**src/rtl/regwr_keygate.sv**
```systemverilog
module regwr_keygate #(
  parameter int AW = 8,
  parameter int DW = 32,
  parameter logic [AW-1:0] KICK_A_ADDR = 8'h6C,
  parameter logic [AW-1:0] KICK_B_ADDR = 8'h70,
  parameter logic [DW-1:0] KEY_A = 32'h83E70B13,
  parameter logic [DW-1:0] KEY_B = 32'h95A4F1E0,
  parameter logic [AW-1:0] PROT_LIMIT = 8'h4C
) (
  input  logic          clk,
  input  logic          rst_n,
  input  logic [AW-1:0] bus_addr,
  input  logic [DW-1:0] bus_wdata,
  input  logic          bus_we,
  output logic          wr_allow,
  output logic          kick_sel
);

  typedef enum logic [1:0] {LOCKED = 2'd0, HALF = 2'd1, OPEN = 2'd2} lock_t;

  lock_t st, st_nx;
  logic hit_a, hit_b, prot, good_a, good_b;

  assign hit_a  = (bus_addr == KICK_A_ADDR);
  assign hit_b  = (bus_addr == KICK_B_ADDR);
  assign prot   = (bus_addr < PROT_LIMIT);
  assign good_a = (bus_wdata == KEY_A);
  assign good_b = (bus_wdata == KEY_B);

  always_comb begin
    st_nx = st;
    if (bus_we && hit_a)
      st_nx = !good_a ? LOCKED : (st == OPEN ? OPEN : HALF);
    else if (bus_we && hit_b)
      st_nx = !good_b ? LOCKED : (st == LOCKED ? LOCKED : OPEN);
  end

  always_ff @(posedge clk or negedge rst_n)
    if (!rst_n) st <= LOCKED;
    else        st <= st_nx;

  assign kick_sel = hit_a | hit_b;
  assign wr_allow = bus_we && !kick_sel && (!prot || st == OPEN);

  a_r2_open_needs_key_b: assert property (@(posedge clk) disable iff (!rst_n)
    (st == OPEN && $past(st) != OPEN) |-> $past(bus_we && hit_b && good_b && st == HALF));

  a_r4_bad_kick_locks: assert property (@(posedge clk) disable iff (!rst_n)
    (bus_we && ((hit_a && !good_a) || (hit_b && !good_b))) |=> (st == LOCKED));

  a_r9_other_writes_keep_state: assert property (@(posedge clk) disable iff (!rst_n)
    (!kick_sel) |=> $stable(st));

  a_r6_unprot_pass: assert property (@(posedge clk) disable iff (!rst_n)
    (bus_we && !prot && !kick_sel) |-> wr_allow);

  a_r7_kick_not_forwarded: assert property (@(posedge clk) disable iff (!rst_n)
    kick_sel |-> !wr_allow);

  a_r8_no_we_no_allow: assert property (@(posedge clk) disable iff (!rst_n)
    !bus_we |-> !wr_allow);

endmodule

```
**config.mk**
```make
export PLATFORM = sky130hd
export DESIGN_NAME = regwr_keygate
export DESIGN_NICKNAME = d
export VERILOG_FILES = /design/src/rtl/regwr_keygate.sv
export SDC_FILE = /design/constraint.sdc
export NUM_CORES = 1
export LEC_CHECK = 0
export BUFFER_PORTS_ARGS = -buffer_cell sky130_fd_sc_hd__buf_2
export CORE_AREA = 2 2 39 41
export DETAILED_ROUTE_END_ITERATION = 10
export DIE_AREA = 0 0 41 43
export PLACE_DENSITY = 0.68
export SLEW_MARGIN = 20
export SYNTH_ARGS = -nofsm -noshare
export SYNTH_HDL_FRONTEND = slang
export SYNTH_SLANG_ARGS = --single-unit
```
**constraint.sdc**
```tcl
create_clock -name clk -period 1.17 [get_ports clk]
set_input_delay 0.117 -clock clk [delete_from_list [all_inputs] [get_ports clk]]
set_output_delay 0.117 -clock clk [all_outputs]
set_load 0.05 [all_outputs]
```
==> results.txt, run 1 <==
----------------------------------------------------
[Setup path]
  Critical Path End Type ... output port
  Maximum cell stage delay along the critical path ... 0.39 ns
  Number of cells traversed by the worst register-to-register path ... 5
  Data arrival, critical path ... about 1.1 ns
  Terminus of the critical flop-to-flop path ... st[1]
  Bufs and invs on worst path ... 1
  Crit start category ... register
  Worst reg2reg path startpoint ... st[1]
  Crit-path leading delay family ... flip-flops
  Slack of the worst reg-to-reg path ... -0.01 ns
  Category of the most critical setup path ... register to output port
  Max FO, Critical Path ... 2
  Req. time, crit path ... 1.05 ns
  Slowest stage cell on the critical path ... dfrtp_1
  Cell chain of the critical path ... a221oi_2, nor3b_2, buf_6

[Route]
  Routed via count divided by cell count ... about 5
  Number of detailed-route iterations in the first pass ... 4
  Wire per inst ... between 10 and 15 µm
  Number of DRC violations after detailed-routing iteration 0 ... 6
  Via count ... 554
  Residual DRC count ... 0
  Count of nets left with antenna violations after detail routing ... 0
  Total detailed-routing wirelength ... about 1200 µm

[Layout]
  Non-Filler Cell Area, Final ... between 700 and 800 µm²
  Fill cells ... 133
  Register name with the most flops ... st
  Area overhead of the layout relative to synthesis ... 112.2%
  Proportion of layout cells with a drive suffix above 1 ... 0.6737
  Number of diodes ... 0
  Most frequent cells in the layout ... 37 x buf_2, 7 x buf_6, 7 x buf_4
  Largest register FFs ... 2
  Largest registers ranked by flip-flop count ... st (2)
  Most common cell after layout, fill and taps aside ... buf_2
  Final net count ... between 100 and 150

[STA]
  Fraction of the cycle the final worst path needs ... 1.076
  Final count of pins violating max slew ... 0
  Highest Clock Rate ... 0.7940 GHz
  RSZ-0062 raised after global routing ... true
  Slew at the pin closest to its max-slew limit ... between 0.2 and 0.3 ns
  Final number of hold-violating endpoints ... 0
  Worst-case headroom to the max-slew limit ... 0.8291
  Post-route minimum period ... between 1 and 1.5 ns
  Setup TNS ... -0.2255 ns
  Endpoints failing setup ... 4
  Minimum setup slack in the final design ... -0.08944 ns
  Clock Skews ... 0.002796 ns

[Placed design]
  Count of input and output buffers ... 44
  Total cell area at the placement stage ... 623.1 µm²
  Post-detailed-placement half-perimeter wirelength ... 1003 µm
  Placer Congestion ... about 0.64

[Floorplan]
  Initial Utilization ... 0.2514
  Area of the core region ... roughly 1400 µm²
  Die Wd ... 41 µm
  Number of I/O pins ... between 40 and 50
  DIE AREA ... between 1500 and 2000 µm²
  Die Height ... roughly 43 µm
  Number of rows created at floorplan ... 14

[CTS]
  Clock-pin transition on the worst setup and hold timing paths ... about 0.03 ns
  Sink Count ... 2
  Maximum level of the CTS H-tree ... 1
  Cell at the root of the clock tree ... clkbuf_4
  Clock tree from TritonCTS ... done
  Num CTS Buffers ... 3
  Worst-skew pair later-pin latency ... ~0.22 ns
  Maximum clock path buffer count ... 2

[Power]
  Power per unit of standard cell area ... approximately 550 nW/µm²
  Switching Share ... 0.2669
  Int Power ... around 300 µW
  Proportion of power drawn by flip-flops and latches ... 0.191
  Logic gate share of total power ... 0.442
  Clock Power Share ... 0.367
  P_sw ... 109.0 µW
  VDD IR-drop max ... around 0.28 mV
  Leak ... 0.0003642 µW

[Hold path]
  Kind of path behind the tightest hold check ... input port to async pin

[Yosys]
  Yosys top cell area share ... 0.1439
  Syn_nets ... 83
  Netlist Area Pre-Place ... about 350 µm²
  Share of the yosys chip area belonging to registers ... 0.1439
  Average cell area after synthesis ... roughly 8.7 µm²
  Top area cells in the synthesized netlist ... dfrtp_1 14%, nand4b_1 10%, or4bb_1 9.7%
  Synth warn ... 0
  Post-synthesis instance total ... 40
  Unique masters post-synth ... 25
  Flops & latches, synth ... 2
  Cell type contributing the most total cell area after synthesis ... dfrtp_1

[Global routing]
  Global router's overall resource usage ... 0.1606
  Initial antenna violation count ... 0
  Wire length of the first global-routing pass ... between 2000 and 2500 µm
  Total gr overflow ... 0
  Largest net degree at the start of global routing ... 5
  Via count of the first global-routing pass ... 557

[Run]
  Number of violations of the max-capacitance limit ... 0

[Run status]
  Violated checks ... setup timing
  Outcome ... finished with violations

----------------------------------------------------
[cells in the mapped netlist, drive strengths merged]
master and instances:
nand4b 4, nor2 3, nor3 3, or4bb 3, a21o 2, dfrtp 2, inv 2, nand4 2
nor4b 2, nor4bb 2, o21ai 2, a211o 1, a211oi 1, a221oi 1, and2 1, and3 1
nand3 1, nand3b 1, nand4bb 1, nor2b 1, nor3b 1, nor4 1, o211ai 1, or3b 1
[cell type report]
class	instances	area (µm²)	area share
inverter	2	7.507	0.01017
tap	16	20.02	0.02712
multi-input combinational	36	311.5	0.4220
sequential	2	50.05	0.06780
clock buffer	3	22.52	0.03051
timing repair buffer	52	326.6	0.4424
[timing repair]
item	4_1_cts	5_1_grt
pin swaps	2	3
hold endpoints to repair	2	0
setup endpoints to repair	4	4
gates cloned	0	0
resized for setup	11	3
setup buffers	3	0
hold buffers	1	0
[how the worst max path moves through the flow]
| stage | cells past startpoint | end | start |
|---|---|---|---|
| floorplan | 5 | st[1] | bus_addr[2] |
| global placement | 6 | st[0] | bus_wdata[26] |
| detailed placement | 6 | st[0] | bus_wdata[26] |
| CTS | 4 | wr_allow | st[0] |
| global route | 4 | wr_allow | st[0] |
| finish | 3 | wr_allow | st[1] |
[power groups by stage]
stage,clock (µW),combinational (µW),sequential [µW]
6_report,150,181,78.0
5_1_grt,168,199,79.0
4_1_cts,157,178,78.0
3_5_place_dp,0,147,80.5
3_3_place_gp,0,143,80.2
2_1_floorplan,0,50.5,79.0
[cells by family after synthesis]
logic type	Yosys count	share of synthesized area
flops	2	0.1439
buf+inv	2	0.02159
compound gates	8	0.2158
simple gates	28	0.6187
[per-stage QoR]
| stage | hold slack (ns) | total power, µW | utilization | setup slack, ns | instances |
|---|---|---|---|---|---|
| 4_1_cts | 0.2048 | 412.3 | 0.5253 | -0.08661 | 111 |
| 2_1_floorplan | -0.1786 | 129.5 | - | -0.4978 | 40 |
| 6_report | 0.2107 | 408.6 | 0.5335 | -0.08944 | 111 |
| 3_5_place_dp | -0.09638 | 227.7 | 0.4503 | -0.2881 | 104 |
| 3_3_place_gp | -0.09707 | 223.3 | 0.4503 | -0.2516 | 104 |
| 5_1_grt | 0.2158 | 445.1 | 0.5335 | -0.1497 | 111 |
[routing by layer]
metal  track usage  vias up  wire [µm]
met2        0.2906       27        655
li1              -      282          -
met3       0.02094        0        110
met5             0        -          0
met1        0.1736      245        463
met4       0.06000        0          0
Power figures use the tool's default switching activity.
==> run 2: changes to the inputs <==
==> constraint.sdc (replaced) <==
create_clock -name clk -period 1.23 [get_ports clk]
set_input_delay 0.123 -clock clk [delete_from_list [all_inputs] [get_ports clk]]
set_output_delay 0.123 -clock clk [all_outputs]
set_load 0.05 [all_outputs]
==> run 2 against run 1 <==
  * The run still ends with setup timing left
  * Final cell count fell by 1.8%
  * Via count shrank 2.0%
  * Global-route usage decreased by 0.60 points
  * Sequential power is 5.0% lower
  * Die area stayed put
  * Worst hold slack improved by 0.0085 ns
  * Largest cell class is now multi-input combinational cells
  * Highest routed layer is now met4
==> results.txt, run 2 (synthesis results as in run 1) <==
----------------------------------------------------
[Global routing]
  Global router's overall resource usage ... 0.1546 (-0.006024)
  Largest net degree at the start of global routing ... 5 (unchanged)
  Initial antenna violation count ... 0 (unchanged)
  Total gr overflow ... 0 (unchanged)
  Via count of the first global-routing pass ... 546 (-2.0%)
  Wire length of the first global-routing pass ... 1932 µm (-3.4%)

[Placed design]
  Placer Congestion ... 0.6412 (+0.75%)
  Post-Place Worst Slack ... -0.2617 ns (+0.02643 ns)
  Count of input and output buffers ... 44 (unchanged)
  Cell Count Post-Placement ... 103 (-0.96%)

[CTS]
  Sink Count ... 2 (unchanged)
  Clock tree from TritonCTS ... done
  Maximum clock path buffer count ... 2 (unchanged)
  Maximum level of the CTS H-tree ... 1 (unchanged)
  Worst-skew pair later-pin latency ... 0.23 ns (about the same)
  Num CTS Buffers ... 3 (unchanged)
  Cell at the root of the clock tree ... clkbuf_4
  Clock-pin transition on the worst setup and hold timing paths ... 0.03 ns (about the same)

[STA]
  Post-route minimum period ... 1.280 ns
  Fraction of the cycle the final worst path needs ... 1.040
  Final count of pins violating max slew ... 0 (unchanged)
  Worst-case headroom to the max-slew limit ... 0.8162 (-0.01292)
  Highest Clock Rate ... between 0.7 and 0.8 GHz
  RSZ-0062 raised after global routing ... true
  Minimum setup slack in the final design ... -0.04981 ns (+0.03963 ns)
  Clock Skews ... 0.003919 ns (+0.001124 ns)
  Endpoints failing setup ... 2 (-2)
  Slew at the pin closest to its max-slew limit ... 0.2719 ns (+0.01912 ns)
  Final number of hold-violating endpoints ... 0 (unchanged)

[Setup path]
  Max FO, Critical Path ... 2 (unchanged)
  Terminus of the critical flop-to-flop path ... st[1]
  Category of the most critical setup path ... register to output port
  Data arrival, critical path ... 1.16 ns (+0.02 ns)
  Slack of the worst reg-to-reg path ... 0.05 ns (+0.06 ns)
  Maximum cell stage delay along the critical path ... 0.39 ns (about the same)
  Number of cells traversed by the worst register-to-register path ... 5 (unchanged)
  Slowest stage cell on the critical path ... dfrtp_1
  Crit start category ... register
  Critical Path End Type ... output port
  Worst reg2reg path startpoint ... st[0]
  Req. time, crit path ... 1.11 ns (+0.06 ns)
  Cell chain of the critical path ... a221oi_2, nor3b_2, buf_6

[Layout]
  Register name with the most flops ... st
  Most common cell after layout, fill and taps aside ... buf_2
  Non-filler instance count after layout ... 109 (-1.8%)
  Largest register FFs ... 2 (unchanged)
  Area overhead of the layout relative to synthesis ... 100.0%
  Number of diodes ... 0 (unchanged)
  Largest registers ranked by flip-flop count ... st (2)
  Most frequent cells in the layout ... 40 x buf_2, 6 x buf_4, 4 x nand4b_1
  Proportion of layout cells with a drive suffix above 1 ... 0.6559 (-0.01777)
  Final net count ... 138 (-1.4%)

[Route]
  Count of nets left with antenna violations after detail routing ... 0 (unchanged)
  Via count ... 543 (-2.0%)
  Wire per inst ... 10.93 µm (-1.3%)
  Routed via count divided by cell count ... 4.982 (-0.19%)
  Residual DRC count ... 0 (unchanged)
  Total detailed-routing wirelength ... 1191 µm (-3.1%)
  Number of detailed-route iterations in the first pass ... 3 (-1)
  Number of DRC violations after detailed-routing iteration 0 ... 4 (-2)

[Power]
  Power, Total ... 386.7 µW (-5.4%)
  Leak ... 0.0003462 µW (-4.9%)
  Power per unit of standard cell area ... 555.8 nW/µm² (+0.41%)
  VDD IR-drop max ... 0.2706 mV (-4.7%)

[Floorplan]
  Initial Utilization ... 0.2514 (unchanged)
  DIE AREA ... 1763 µm² (unchanged)
  Number of I/O pins ... 45 (unchanged)
  Die Height ... 43 µm (unchanged)
  Number of rows created at floorplan ... 14 (unchanged)
  Die Wd ... 41 µm (unchanged)
  Area of the core region ... 1384 µm² (unchanged)

[Run]
  Number of violations of the max-capacitance limit ... 0 (unchanged)

[Run status]
  Outcome ... finished with violations
  Violated checks ... setup timing

[Hold path]
  Kind of path behind the tightest hold check ... input port to async pin

----------------------------------------------------
==> run 2: cell types whose count changed in the layout (fill, tap and decap cells not counted), sizes merged <==
cell and delta:
buf -2
==> run 2: critical path: cells and delay by family, from the launching register on <==
kind	cells	cell delay (ns)
buf+inv	1	0.16
flops	1	0.39
compound gates	1	0.29
simple gates	1	0.08
==> run 2: area by class of cell <==
| type | instances | area [µm²] |
|---|---|---|
| fillers | 139 | 688.2 |
| multi-input cells | 36 | 306.5 |
| repair buffers | 50 | 289.0 |
| flip-flops and latches | 2 | 50.05 |
| clock buffers | 3 | 22.52 |
| well taps | 16 | 20.02 |
| inverters | 2 | 7.507 |
==> run 2: timing repair <==
action                                  CTS  global route
endpoints found under the setup margin    3             4
hold endpoints to repair                  2             0
gates resized for setup                   6             2
pin swaps                                 3             1
buffers inserted                          2             0
hold buffers                              1             0
==> run 2: how the worst max path moves through the flow <==
stage                  startpoint       end  slack (ns)  cells past startpoint
floorplan             bus_addr[2]     st[1]       -0.44                      5
global placement    bus_wdata[26]     st[0]       -0.20                      6
detailed placement  bus_wdata[26]     st[0]       -0.26                      6
CTS                         st[0]  wr_allow       -0.05                      4
global route                st[1]  wr_allow       -0.11                      3
finish                      st[1]  wr_allow       -0.05                      3
==> run 2: power by group <==
| group | internal (µW) | switching, µW |
|---|---|---|
| Combinational | 96.4 | 63.0 |
| Sequential | 70.9 | 3.21 |
| Clock | 108 | 44.9 |
| Total | 276 | 111 |
==> run 2: metrics by stage <==
stage | cell area [µm²] | utilization | setup TNS (ns) | hold slack (ns)
2_1_floorplan | 352.8 | - | -1.147 | -0.1726
3_3_place_gp | 615.6 | 0.4448 | -0.5436 | -0.09101
3_5_place_dp | 615.6 | 0.4448 | -0.6687 | -0.09151
4_1_cts | 683.2 | 0.4937 | -0.1015 | 0.2091
5_1_grt | 695.7 | 0.5027 | -0.2983 | 0.2362
6_report | 695.7 | 0.5027 | -0.08726 | 0.2192
==> run 2: routing by layer <==
layer / GRT usage / vias to the layer above / part of all wire
met2: 0.2875 / 29 / 0.51
li1: - / 275 / -
met1: 0.1576 / 237 / 0.36
met3: 0.02094 / 2 / 0.11
met4: 0.06000 / 0 / 0.018
met5: 0 / - / 0
==> run 3: changes to the inputs <==
--- a/config.mk
+++ b/config.mk
@@ -9,6 +9,7 @@
 export CORE_AREA = 2 2 39 41
 export DETAILED_ROUTE_END_ITERATION = 10
 export DIE_AREA = 0 0 41 43
+export GPL_TIMING_DRIVEN = 0
 export PLACE_DENSITY = 0.68
 export SLEW_MARGIN = 20
 export SYNTH_ARGS = -nofsm -noshare
==> run 3 against run 2 <==
  * The flow still finishes with violations (setup timing)
  * Sequential cell count unchanged
  * Maximum frequency up 0.33%
  * Worst setup slack better by 0.0043 ns
  * Global-route usage down 0.52 points
  * Core utilization down 2.1 points
  * Non-clock buffer count down 3
  * Critical path type is now input port to output port
==> results.txt, run 3 (synthesis results as in run 1) <==
----------------------------------------------------
[Placed design]
  Placer Congestion ... 0.6438 (+0.41%)
  Post-detailed-placement half-perimeter wirelength ... 1022 µm
  Count of input and output buffers ... 44 (unchanged)
  Cell Count Post-Placement ... 100 (-2.9%)

[Power]
  Int Power ... 267.9 µW (-2.8%)
  VDD IR-drop max ... 0.2066 mV (-24%)
  P_sw ... 107.8 µW (-3.0%)
  Switching Share ... 0.2868 (-0.0004856)
  Proportion of power drawn by flip-flops and latches ... 0.198 (+0.006)
  Logic gate share of total power ... 0.400 (-0.012)
  Leak ... 0.0003298 µW (-4.8%)
  Power per unit of standard cell area ... 563.4 nW/µm² (+1.4%)
  Clock Power Share ... 0.402 (+0.006)

[CTS]
  Num CTS Buffers ... 3 (unchanged)
  Worst-skew pair later-pin latency ... 0.23 ns (about the same)
  Clock-pin transition on the worst setup and hold timing paths ... 0.03 ns (about the same)
  Sink Count ... 2 (unchanged)
  Cell at the root of the clock tree ... clkbuf_4
  Maximum level of the CTS H-tree ... 1 (unchanged)
  Clock tree from TritonCTS ... done
  Maximum clock path buffer count ... 2 (unchanged)

[STA]
  Final Hold Slack ... 0.2147 ns (-0.004500 ns)
  Post-route minimum period ... 1.276 ns (-0.004270 ns)
  Final number of hold-violating endpoints ... 0 (unchanged)
  RSZ-0062 raised after global routing ... true
  Minimum setup slack in the final design ... -0.04554 ns (+0.004270 ns)
  Final count of pins violating max slew ... 0 (unchanged)
  Endpoints failing setup ... 2 (unchanged)
  Worst-case headroom to the max-slew limit ... 0.8233 (+0.007111)
  Slew at the pin closest to its max-slew limit ... 0.2614 ns (-0.01052 ns)
  Clock Skews ... 0.001088 ns (-0.002831 ns)
  Fraction of the cycle the final worst path needs ... 1.037 (-0.003471)
  Highest Clock Rate ... 0.7840 GHz (+0.33%)

[Global routing]
  Wire length of the first global-routing pass ... 1807 µm (-6.5%)
  Largest net degree at the start of global routing ... 5 (unchanged)
  Total gr overflow ... 0 (unchanged)
  Initial antenna violation count ... 0 (unchanged)
  Via count of the first global-routing pass ... 510 (-6.6%)
  Global router's overall resource usage ... 0.1494 (-0.005170)

[Layout]
  Non-filler instance count after layout ... 106 (-2.8%)
  Most common cell after layout, fill and taps aside ... buf_2
  Number of diodes ... 0 (unchanged)
  Register name with the most flops ... st
  Proportion of layout cells with a drive suffix above 1 ... 0.6444 (-0.01147)
  Area overhead of the layout relative to synthesis ... 91.73%
  Most frequent cells in the layout ... 41 x buf_2, 4 x nand4b_1
  Fill cells ... 154 (+11%)
  Final net count ... 135 (-2.2%)
  Largest register FFs ... 2 (unchanged)
  Largest registers ranked by flip-flop count ... st (2)

[Setup path]
  Max FO, Critical Path ... 4 (+2)
  Crit start category ... input port
  Data arrival, critical path ... 1.15 ns (about the same)
  Category of the most critical setup path ... input port to output port
  Req. time, crit path ... 1.11 ns (about the same)
  Critical Path End Type ... output port
  Number of cells traversed by the worst register-to-register path ... 5 (unchanged)

[Floorplan]
  Initial Utilization ... 0.2514 (unchanged)
  DIE AREA ... 1763 µm² (unchanged)
  Area of the core region ... 1384 µm² (unchanged)
  Number of rows created at floorplan ... 14 (unchanged)
  Number of I/O pins ... 45 (unchanged)
  Die Height ... 43 µm (unchanged)
  Die Wd ... 41 µm (unchanged)

[Hold path]
  Kind of path behind the tightest hold check ... input port to async pin

[Route]
  Count of nets left with antenna violations after detail routing ... 0 (unchanged)
  Residual DRC count ... 0 (unchanged)
  Routed via count divided by cell count ... 4.962 (-0.39%)
  Number of detailed-route iterations in the first pass ... 2 (-1)
  Number of DRC violations after detailed-routing iteration 0 ... 1 (-3)
  Via count ... 526 (-3.1%)
  Total detailed-routing wirelength ... 1208 µm (+1.4%)
  Wire per inst ... 11.40 µm (+4.3%)

[Run status]
  Outcome ... finished with violations
  Violated checks ... setup timing

[Run]
  Number of violations of the max-capacitance limit ... 0 (unchanged)

----------------------------------------------------
==> run 3: cell types whose count changed in the layout (fill, tap and decap cells not counted) <==
cell     previous run  this run
buf_4               6         3
buf_2              40        41
buf_6               3         2
o21ai_0             1         0
o21ai_1             0         1
==> run 3: power groups by stage <==
stage	logic (µW)	clock network, µW	registers, µW
final	150	151	74.6
after global routing	166	164	75.4
after CTS	149	159	74.6
after detailed placement	130	0	76.8
after global placement	126	0	76.5
after floorplan	48.1	0	75.1
==> run 3: repair_timing <==
item                                    in CTS  in global routing
pin swaps                                    4                  2
resized for setup                            6                  2
endpoints found under the hold margin        2                  0
endpoints found under the setup margin       4                  4
hold buffers                                 1                  0
buffers inserted                             2                  0
==> run 3: cell type report <==
class / count / area [µm²] / share of cell area
Clock buffer: 3 / 22.52 / 0.03377
Inverter: 2 / 7.507 / 0.01126
Multi-Input combinational cell: 36 / 306.5 / 0.4597
Sequential cell: 2 / 50.05 / 0.07505
Tap cell: 16 / 20.02 / 0.03002
Timing Repair Buffer: 47 / 260.3 / 0.3902
==> run 3: path summary, 6_finish.rpt <==
path / from / endpoint / slack [ns]
max in group asynchronous: rst_n / st[1] / 0.92
worst min register to register: st[1] / st[0] / 0.59
min in group clk: bus_wdata[5] / st[0] / 0.30
worst max register to register: st[0] / st[1] / 0.05
worst min-delay path: rst_n / st[0] / 0.21
worst max-delay path: bus_addr[2] / kick_sel / -0.05
==> run 3: critical path: stages <==
cell and delay [ns]:
buf_2 0.12, or3b_4 0.40, a211oi_4 0.26, buf_4 0.25
==> run 3: metrics by stage <==
stage               area, µm²  utilization  power (µW)   TNS, ns  worst slack [ns]
detailed placement      593.1       0.4286       206.7   -0.7143           -0.2729
global placement        593.1       0.4286       202.7   -0.6459           -0.2419
floorplan               352.8            -       123.2    -1.147           -0.4438
finish                  666.9       0.4819       375.7  -0.08656          -0.04554
CTS                     660.6       0.4774       382.3   -0.1167          -0.06923
global route            666.9       0.4819       405.4   -0.3659           -0.1054
==> run 3: layer usage <==
layer	track usage	share of wire	routed length (µm)
met3	0.01571	0.098	118
met1	0.1474	0.36	435
met5	0	0	0
met2	0.2656	0.53	637
met4	0.1000	0.015	18
